`src/rtl/tse_pkg.sv`:
```
package tse_pkg;
   typedef enum logic [2:0] {
      ST_IDLE  = 3'd0,
      ST_WAIT  = 3'd1,
      ST_DELAY = 3'd2,
      ST_RUN   = 3'd3,
      ST_DONE  = 3'd4
   } tse_state_t;

   localparam int unsigned MIN_PERIOD = 2;
endpackage

```
`src/rtl/tse_edge_det.sv`:
```
module tse_edge_det #(
   parameter int unsigned SYNC = 0
) (
   input  logic clk,
   input  logic rst,
   input  logic sig,
   input  logic fall_sel,
   output logic edge_seen
);
   initial begin
      if (SYNC > 3) $error("tse_edge_det: SYNC must be 0..3");
   end

   logic s;
   logic prev_q;

   generate
      if (SYNC == 0) begin : g_direct
         assign s = sig;
      end else if (SYNC == 1) begin : g_one
         logic sh_q;
         always_ff @(posedge clk) begin
            if (rst) sh_q <= 1'b0;
            else     sh_q <= sig;
         end
         assign s = sh_q;
      end else begin : g_chain
         logic [SYNC-1:0] sh_q;
         always_ff @(posedge clk) begin
            if (rst) sh_q <= '0;
            else     sh_q <= {sh_q[SYNC-2:0], sig};
         end
         assign s = sh_q[SYNC-1];
      end
   endgenerate

   always_ff @(posedge clk) begin
      if (rst) prev_q <= 1'b0;
      else     prev_q <= s;
   end

   assign edge_seen = fall_sel ? (prev_q & ~s) : (~prev_q & s);
endmodule

```
`src/rtl/tse_downcnt.sv`:
```
module tse_downcnt #(
   parameter int unsigned W = 16
) (
   input  logic         clk,
   input  logic         rst,
   input  logic         load,
   input  logic [W-1:0] load_val,
   input  logic         dec,
   output logic [W-1:0] val,
   output logic         at_one
);
   initial begin
      if (W < 1) $error("tse_downcnt: W must be at least 1");
   end

   logic [W-1:0] cnt_q;

   always_ff @(posedge clk) begin
      if (rst)                       cnt_q <= '0;
      else if (load)                 cnt_q <= load_val;
      else if (dec && cnt_q != '0)   cnt_q <= cnt_q - W'(1);
   end

   assign val    = cnt_q;
   assign at_one = (cnt_q <= W'(1));
endmodule

```
`src/rtl/tse_stretch.sv`:
```
module tse_stretch #(
   parameter int unsigned EXP_W = 1
) (
   input  logic clk,
   input  logic rst,
   input  logic fire,
   output logic pulse
);
   localparam int unsigned CW = (EXP_W > 1) ? $clog2(EXP_W) : 1;

   initial begin
      if (EXP_W < 1) $error("tse_stretch: EXP_W must be at least 1");
   end

   logic          pulse_q;
   logic [CW-1:0] left_q;

   always_ff @(posedge clk) begin
      if (rst) begin
         pulse_q <= 1'b0;
         left_q  <= '0;
      end else if (fire) begin
         pulse_q <= 1'b1;
         left_q  <= CW'(EXP_W - 1);
      end else if (left_q != '0) begin
         pulse_q <= 1'b1;
         left_q  <= left_q - CW'(1);
      end else begin
         pulse_q <= 1'b0;
      end
   end

   assign pulse = pulse_q;

   assert_export_follows_R9: assert property (@(posedge clk) disable iff (rst)
      fire |=> pulse);
endmodule

```
`src/rtl/tse_engine.sv`:
```
module tse_engine
   import tse_pkg::*;
#(
   parameter int unsigned DIV_W       = 16,
   parameter int unsigned DLY_W       = 16,
   parameter int unsigned CNT_W       = 24,
   parameter int unsigned DLY_DEFAULT = 2,
   parameter int unsigned EXP_W       = 1,
   parameter int unsigned EXT_SYNC    = 0
) (
   input  logic             clk,
   input  logic             rst,
   input  logic             cfg_ext_src,
   input  logic             cfg_trig_fall,
   input  logic             cfg_retrig,
   input  logic             cfg_continuous,
   input  logic             cfg_pause_en,
   input  logic             cfg_pause_high,
   input  logic [DIV_W-1:0] cfg_divide,
   input  logic [DLY_W-1:0] cfg_delay,
   input  logic [CNT_W-1:0] cfg_count,
   input  logic             arm,
   input  logic             stop,
   input  logic             start_trig,
   input  logic             pause_trig,
   input  logic             ext_clk,
   output logic             smp_strobe,
   output logic             smp_export,
   output logic             done
);
   localparam logic [DIV_W-1:0] DIV_MIN = DIV_W'(MIN_PERIOD);
   localparam logic [DLY_W-1:0] DLY_DEF = DLY_W'(DLY_DEFAULT);

   initial begin
      if (DIV_W < 2)        $error("tse_engine: DIV_W must be at least 2");
      if (DLY_W < 1)        $error("tse_engine: DLY_W must be at least 1");
      if (CNT_W < 1)        $error("tse_engine: CNT_W must be at least 1");
      if (DLY_DEFAULT < 1)  $error("tse_engine: DLY_DEFAULT must be at least 1");
      if (DLY_DEFAULT >= (64'd1 << DLY_W))
                            $error("tse_engine: DLY_DEFAULT does not fit DLY_W");
      if (EXP_W < 1)        $error("tse_engine: EXP_W must be at least 1");
   end

   tse_state_t st_q, st_d;

   logic start_edge, ext_rise;
   logic pause_act, running;
   logic fire, fire_int, fire_ext, last;
   logic strobe_q;

   logic [DIV_W-1:0] div_eff;
   logic [DLY_W-1:0] dly_eff;

   logic             dly_load, dly_dec, dly_one;
   logic [DLY_W-1:0] dly_val;
   logic             per_load, per_dec, per_one;
   logic [DIV_W-1:0] per_val;
   logic             rem_load, rem_one;
   logic [CNT_W-1:0] rem_val;

   tse_edge_det #(.SYNC(0)) u_start_edge (
      .clk       (clk),
      .rst       (rst),
      .sig       (start_trig),
      .fall_sel  (cfg_trig_fall),
      .edge_seen (start_edge)
   );

   tse_edge_det #(.SYNC(EXT_SYNC)) u_ext_edge (
      .clk       (clk),
      .rst       (rst),
      .sig       (ext_clk),
      .fall_sel  (1'b0),
      .edge_seen (ext_rise)
   );

   assign pause_act = cfg_pause_en && (pause_trig == cfg_pause_high);
   assign running   = ~pause_act;
   assign div_eff   = (cfg_divide < DIV_MIN) ? DIV_MIN : cfg_divide;
   assign dly_eff   = (cfg_delay == '0) ? DLY_DEF : cfg_delay;

   assign fire_int = running && !cfg_ext_src &&
                     (((st_q == ST_DELAY) && dly_one) ||
                      ((st_q == ST_RUN)   && per_one));
   assign fire_ext = running && cfg_ext_src && (st_q == ST_RUN) && ext_rise;
   assign fire     = !stop && (fire_int || fire_ext);
   assign last     = fire && !cfg_continuous && rem_one;

   assign dly_load = (st_q == ST_WAIT) && start_edge;
   assign dly_dec  = (st_q == ST_DELAY) && running;
   assign per_load = fire;
   assign per_dec  = (st_q == ST_RUN) && !cfg_ext_src && running;
   assign rem_load = (st_q == ST_WAIT) && start_edge;

   tse_downcnt #(.W(DLY_W)) u_delay_cnt (
      .clk      (clk),
      .rst      (rst),
      .load     (dly_load),
      .load_val (dly_eff),
      .dec      (dly_dec),
      .val      (dly_val),
      .at_one   (dly_one)
   );

   tse_downcnt #(.W(DIV_W)) u_period_cnt (
      .clk      (clk),
      .rst      (rst),
      .load     (per_load),
      .load_val (div_eff),
      .dec      (per_dec),
      .val      (per_val),
      .at_one   (per_one)
   );

   tse_downcnt #(.W(CNT_W)) u_remain_cnt (
      .clk      (clk),
      .rst      (rst),
      .load     (rem_load),
      .load_val (cfg_count),
      .dec      (fire),
      .val      (rem_val),
      .at_one   (rem_one)
   );

   always_comb begin
      st_d = st_q;
      if (stop) begin
         st_d = ST_IDLE;
      end else begin
         unique case (st_q)
            ST_IDLE, ST_DONE: if (arm) st_d = ST_WAIT;
            ST_WAIT:  if (start_edge) st_d = cfg_ext_src ? ST_RUN : ST_DELAY;
            ST_DELAY: if (fire) st_d = ST_RUN;
            ST_RUN:   st_d = ST_RUN;
            default:  st_d = ST_IDLE;
         endcase
         if (last) st_d = cfg_retrig ? ST_WAIT : ST_DONE;
      end
   end

   always_ff @(posedge clk) begin
      if (rst) begin
         st_q     <= ST_IDLE;
         strobe_q <= 1'b0;
      end else begin
         st_q     <= st_d;
         strobe_q <= fire;
      end
   end

   tse_stretch #(.EXP_W(EXP_W)) u_export (
      .clk   (clk),
      .rst   (rst),
      .fire  (fire),
      .pulse (smp_export)
   );

   assign smp_strobe = strobe_q;
   assign done       = (st_q == ST_DONE);

   assert_quiet_unarmed_R2: assert property (@(posedge clk) disable iff (rst)
      (st_q == ST_IDLE || st_q == ST_WAIT || st_q == ST_DONE) |=> !smp_strobe);

   assert_done_on_last_R5: assert property (@(posedge clk) disable iff (rst)
      $rose(done) |-> smp_strobe);

   assert_retrig_no_done_R6: assert property (@(posedge clk) disable iff (rst)
      (cfg_retrig && (st_q == ST_DELAY || st_q == ST_RUN)) |=> (st_q != ST_DONE));

   assert_pause_holds_period_R7: assert property (@(posedge clk) disable iff (rst)
      (pause_act && st_q == ST_RUN && !cfg_ext_src) |=> $stable(per_val));

   assert_pause_masks_R8: assert property (@(posedge clk) disable iff (rst)
      pause_act |=> !smp_strobe);

   assert_stop_to_idle_R11: assert property (@(posedge clk) disable iff (rst)
      stop |=> (st_q == ST_IDLE && !smp_strobe && !done));

   assert_export_with_strobe_R9: assert property (@(posedge clk) disable iff (rst)
      smp_strobe |-> smp_export);

   assert_period_floor_R1: assert property (@(posedge clk) disable iff (rst)
      (st_q == ST_RUN && !cfg_ext_src && smp_strobe) |-> (per_val >= DIV_MIN));
endmodule

```
`config.mk`:
```
export PLATFORM = sky130hd
export DESIGN_NAME = tse_engine
export DESIGN_NICKNAME = d
export VERILOG_FILES = /design/src/rtl/tse_pkg.sv /design/src/rtl/tse_edge_det.sv /design/src/rtl/tse_downcnt.sv /design/src/rtl/tse_stretch.sv /design/src/rtl/tse_engine.sv
export SDC_FILE = /design/constraint.sdc
export NUM_CORES = 1
export LEC_CHECK = 0
export BUFFER_PORTS_ARGS = -buffer_cell sky130_fd_sc_hd__buf_2
export CAP_MARGIN = 20
export CORE_MARGIN = 5
export CORE_UTILIZATION = 53
export CTS_BUF_LIST = sky130_fd_sc_hd__clkbuf_8
export DETAILED_ROUTE_END_ITERATION = 16
export PLACE_DENSITY = 0.76
export SLEW_MARGIN = 15
export SYNTH_ARGS = -nofsm -noshare
export SYNTH_HDL_FRONTEND = slang
export SYNTH_SLANG_ARGS = --single-unit
```
`constraint.sdc`:
```
create_clock -name clk -period 2.35 [get_ports clk]
set_input_delay 0.1175 -clock clk [delete_from_list [all_inputs] [get_ports clk]]
set_output_delay 0.1175 -clock clk [all_outputs]
set_load 0.01 [all_outputs]
```
* Word-level counts from Yosys, hierarchy flattened
Index checks and enable logic that the tools add are counted.
** Cells by class
- $mul :: 0
- Magnitude comparators :: 4
- Shift operators :: 0
- Reductions and logical operators :: 35
- Bitwise operators :: 8
- Multiplexer cells :: 18
- Add/sub/neg operators :: 4
- Equal/unequal tests :: 8
- Div/mod/pow operators :: 0
** Operators by type and width (count)
- two-way mux 16 bit :: 6
- two-way mux 24 bit :: 2
- less-or-equal comparator 16 x 1 -> 1 bit, second input constant :: 2
- nonzero test 16 bit :: 2
- subtractor 16 x 1 -> 16 bit, second input constant :: 2
- less-or-equal comparator 24 x 1 -> 1 bit, second input constant :: 1
- nonzero test 24 bit :: 1
- subtractor 24 x 1 -> 24 bit, second input constant :: 1
- logical AND 1 bit :: 18
- zero test 16 bit :: 1
- less-than comparator 16 x 2 -> 1 bit, second input constant :: 1
- two-way mux 3 bit :: 5
- one-hot mux 3 bit (4 select lines) :: 1
- inequality test 3 bit, second input constant :: 3
- == test 3 x 2 -> 1 bit, second input constant :: 2
- nonzero test 2 bit :: 3
- inverter 1 bit :: 5
- two-way mux 1 bit :: 4
- OR reduction 2 bit :: 2
- AND 1 bit :: 3
- == test 3 x 1 -> 1 bit, second input constant :: 1
- == test 3 bit, second input constant :: 1
- zero test 1 bit :: 3
- zero test 3 bit :: 1
- 5 further kinds :: 6
** Word-level totals
- Memory bits (writable) :: 0
- Memory bits (read-only) :: 0
- Flip-flop bits (word level) :: 64
- Output and inout bits :: 3
- Input bits :: 69
- Logic and storage cells :: 86
- Bits in latches :: 0
- Memories kept :: 0

* Logic depth before layout (Yosys ltp)
- Depth in word-level cells :: 12
- Mapped depth :: 10
- Gate-level depth less buffers :: 8

* Hierarchy
A second synthesis with hierarchy kept.
** Second synthesis, totals
- Cell total of the unflattened synthesis :: 514
- Area total of the unflattened synthesis :: 4195.3 um^2
** By module, submodules not included
- tse_downcnt at u_delay_cnt ... :: area each 997.2 um^2, times used 2, cells each 120, sequential area each 320.3 um^2
- tse_downcnt at u_remain_cnt :: area each 1569.0 um^2, times used 1, cells each 183, sequential area each 480.5 um^2
- tse_engine :: area each 480.5 um^2, times used 1, cells each 77, sequential area each 80.1 um^2
- tse_edge_det :: area each 48.8 um^2, times used 2, cells each 5, sequential area each 20.0 um^2
- tse_stretch :: area each 53.8 um^2, times used 1, cells each 4, sequential area each 40.0 um^2

* Worst setup path after synthesis
OpenSTA, ideal clock, no wires.
- Path kind :: register to register
- Start :: register u_period_cnt.cnt_q[9], in the netlist u_period_cnt.val[9]
- End :: register u_remain_cnt.cnt_q[18], in the netlist u_remain_cnt.val[18]
- Buffers on the path :: 1
- Arrival time :: 2.253 ns
- Stages on the path, launching flop included :: 8
- Data required time :: 2.217 ns
- Slack :: -0.036 ns
- Path through :: dfxtp_1 nor4_2 nand4b_2 or4_4 buf_6 a2111oi_4 mux2i_1 o22ai_1
** Between the ends
- Word-level cells in the longest chain between the ends :: 8
** RTL lines
- from (decl) :: line tse_downcnt.sv:16 : logic [W-1:0] cnt_q;
- from (signal assigned) :: line tse_downcnt.sv:20 : else if (load) cnt_q <= load_val;
- from (signal assigned) :: line tse_downcnt.sv:21 : else if (dec && cnt_q != '0) cnt_q <= cnt_q - W'(1);
- less-or-equal comparator 16 x 1 -> 1 bit :: line tse_downcnt.sv:25 : assign at_one = (cnt_q <= W'(1));
- logical AND 1 bit :: line tse_engine.sv:84 : ((st_q == ST_RUN) && per_one));
- logical OR 1 bit :: line tse_engine.sv:83 : (((st_q == ST_DELAY) && dly_one) ||
- logical AND 1 bit :: line tse_engine.sv:82 : assign fire_int = running && !cfg_ext_src &&
- logical OR 1 bit :: line tse_engine.sv:86 : assign fire = !stop && (fire_int || fire_ext);
- logical AND 1 bit :: line tse_engine.sv:86
- logical AND 1 bit :: line tse_downcnt.sv:21
- nonzero test 2 bit (no source line)
- to (signal assigned) :: line tse_downcnt.sv:20
- to (signal assigned) :: line tse_downcnt.sv:21
- to (decl) :: line tse_downcnt.sv:16
No other way between the ends.
A chain may end at the register's enable or synchronous reset.

* Final worst setup path
Same ends and word-level chain as after synthesis.

==> results.toml <==
[status]
status = "finished with violations"
failed_checks = "negative setup slack"

[global_route]
antenna_found_initial = 0
grt_pass1_wl_um = 20700
track_usage_pct = 26.1
grt_pass1_vias = 4415
grt_max_degree = 34
grt-ovfl-total = 0

[worst_setup_path]
crit_path_end_kind = "register"
slowest_stage = "or4_4"
slowest_delay_ns = 0.60
worstPathArrival_ns = 2.59
crit_family = "simple AND/OR/NAND/NOR gates"
path_class = "reg2reg"
cp-start-kind = "register"
path_cells = "nor4_4 > nand4b_4 > or4_4 > a2111oi_4 > mux2i_1 > o22ai_1"
crit_fanout = 5
crit_buf_inv = 0
crit_required_ns = 2.55

[clock_network]
cts-buffers-inserted = 9
cts_htree_levels = 3
cts_tree = "yes"
cts_max_path_buffers = 2
clock_latency_ns = 0.35
cts_root_buffer = "clkbuf_8"
path_clk_slew_ns = 0.07
numClockSinks = 64

[pwr]
p_per_area_nw_per_um2 = 508
p_leak_nw = 2.16
ir_drop_mv = 0.359

[synthesis]
syn_avg_cell_area_um2 = 7.91
yosys.area.top_type = "dfxtp_1"
yosys.area.top_type_share_pct = 32.1
yosys_warnings = 0
syn_area_um2 = 4000
synth_edf_count = 0
synthCells = 505
synthTopCellsByArea = "dfxtp_1 (32%), nor2_1 (5.7%), a211oi_1 (4.1%)"
synth.distinct_cells = 62
synth-seq-cells = 64
synth.net_count = 582
async_flop_share_pct = 0
yosysMostFrequentCell = "dfxtp_1"
ys_seq_area_share_pct = 32.1
netlist_top_cells_count = "dfxtp_1 (64), nor2_1 (61), nand2_1 (28)"
ys.flop_type = "dfxtp_1"

[routing]
drc = 0
dr.pass1.iters = 4
routed_wl_um = 12500
routedWlPerCell_um = 16.9
vias = 4497
drt_first_iter_violations = 317
ant_nets = 0
vias_per_cell = 6.05

[sta]
fmaxAchievable_mhz = 418
setup_tns_ns = -0.0769
setup_viol = 3
rsz0062_at_grt = "true"
finalHoldViolations = 0
report.final.slew_viol_count = 0
period_share_pct = 102
relSlewSlack_pct = 55.0
clock_skew_ns = 0.0130
period_needed_ns = 2.39
worst_pin_slew_ns = 0.672
setup_ws_ns = -0.0420

[die]
start_util_pct = 54.8
die_h_um = 96.8
io_pins = 72
rows = 31
die_x_um = 96.8
core_area_um2 = 7290
die_area_um2 = 9380

[worst_hold_path]
hp-class = "in2reg"

[cells_and_area]
syn2layout_area_growth_pct = 35.2
drive_gt1_share_pct = 27.6
fin_nets = 716
final_cells = 743
num_antenna_cells = 0

[job]
timing.max_cap.violations = 0

[placement]
dp.final_hpwl_um = 8710
io_buffers = 71
gp_congestion = 0.933
dpl_worst_slack_ns = -0.149
placed_cells = 706
## final timing paths
kind                           to           startpoint  slack [ns]  depth (start not counted)
max          u_remain_cnt.val[18]  u_period_cnt.val[9]       -0.04                          6
min           u_delay_cnt.val[10]        cfg_delay[10]        0.05                          3
max reg2reg  u_remain_cnt.val[18]  u_period_cnt.val[9]       -0.04                          6
min reg2reg        u_export.pulse      u_export.left_q        0.43                          1
## worst min-delay path: stages
cell and delay, ns:
buf_2 0.10, nand2_1 0.05, a31oi_1 0.06
## registers in the layout, summed over array words and instances, names as in the netlist
| signal | flops |
|---|---|
| u_export.left_q | 1 |
| smp_strobe | 1 |
| u_start_edge.prev_q | 1 |
| u_period_cnt.val | 16 |
| u_ext_edge.prev_q | 1 |
| st_q | 3 |
| u_delay_cnt.val | 16 |
| u_export.pulse | 1 |
| u_remain_cnt.val | 24 |
## layer usage
layer / GRT usage [%] / up-vias / share of wire [%]
met5: 0 / - / 0
met4: 6.91 / 0 / 0.91
met3: 6.33 / 15 / 7.2
met2: 44.6 / 177 / 48
met1: 32.7 / 2114 / 44
li1: - / 2191 / -
## repair_timing
| action | in CTS | in global routing |
|---|---|---|
| pin swaps | 8 | 16 |
| hold buffers | 14 | 0 |
| endpoints found under the setup margin | 16 | 28 |
| hold endpoints to repair | 14 | 0 |
| resized for setup | 13 | 11 |
| gates cloned | 0 | 0 |
| buffers inserted | 2 | 5 |
## per-stage QoR
| step | cell area, um^2 | utilization (%) | power [mW] | hold WS [ns] |
|---|---|---|---|---|
| 5_1_grt | 5400 | 74.1 | 2.87 | 0.0414 |
| 6_report | 5400 | 74.1 | 2.75 | 0.0456 |
| 2_1_floorplan | 4000 | - | 1.41 | 0.226 |
| 3_5_place_dp | 4810 | 66.0 | 1.60 | 0.322 |
| 3_3_place_gp | 4810 | 66.0 | 1.58 | 0.313 |
| 4_1_cts | 5300 | 72.7 | 2.73 | 0.0345 |
## kinds of logic after synthesis
| kind of cell | Yosys count | synth area share (%) |
|---|---|---|
| simple gates | 231 | 31.8 |
| xor+xnor | 24 | 5.26 |
| buf+inv | 37 | 3.66 |
| fa+ha+maj | 8 | 2.50 |
| compound gates | 138 | 24.1 |
| flops | 64 | 32.1 |
| other cells | 1 | 0.0938 |
| mux | 2 | 0.501 |
## layout by cell type, fill, tap and decap left out, types with 8 or more instances in the layout
master,count
buf_2,71
a21oi_1,19
ha_1,8
xor2_1,12
dlygate4sd3_1,14
nand3_1,20
inv_1,14
buf_4,62
nor2_1,61
nor3_1,21
o21ai_0,25
xnor2_1,11
clkbuf_8,12
or3_1,14
a211oi_1,22
a31oi_1,12
or4_1,15
dfxtp_1,62
nand2_1,27
nor4_1,20
## report_power, final
group	internal, mW	total, mW	leakage [nW]	switching (mW)
clock network	0.677	1.10	0.125	0.425
registers	1.11	1.13	0.519	0.0193
logic	0.220	0.517	1.51	0.297
total	2.01	2.75	2.16	0.740
## final cells by class
type / instances / area (um^2)
inverters: 12 / 45.0
multi-input cells: 404 / 2740
flip-flops and latches: 64 / 1280
fillers: 580 / 1890
repair buffers: 148 / 981
clock buffers: 12 / 165
well taps: 99 / 124
clock inverters: 4 / 67.6
No activity file was read; power rests on OpenSTA's default activity.
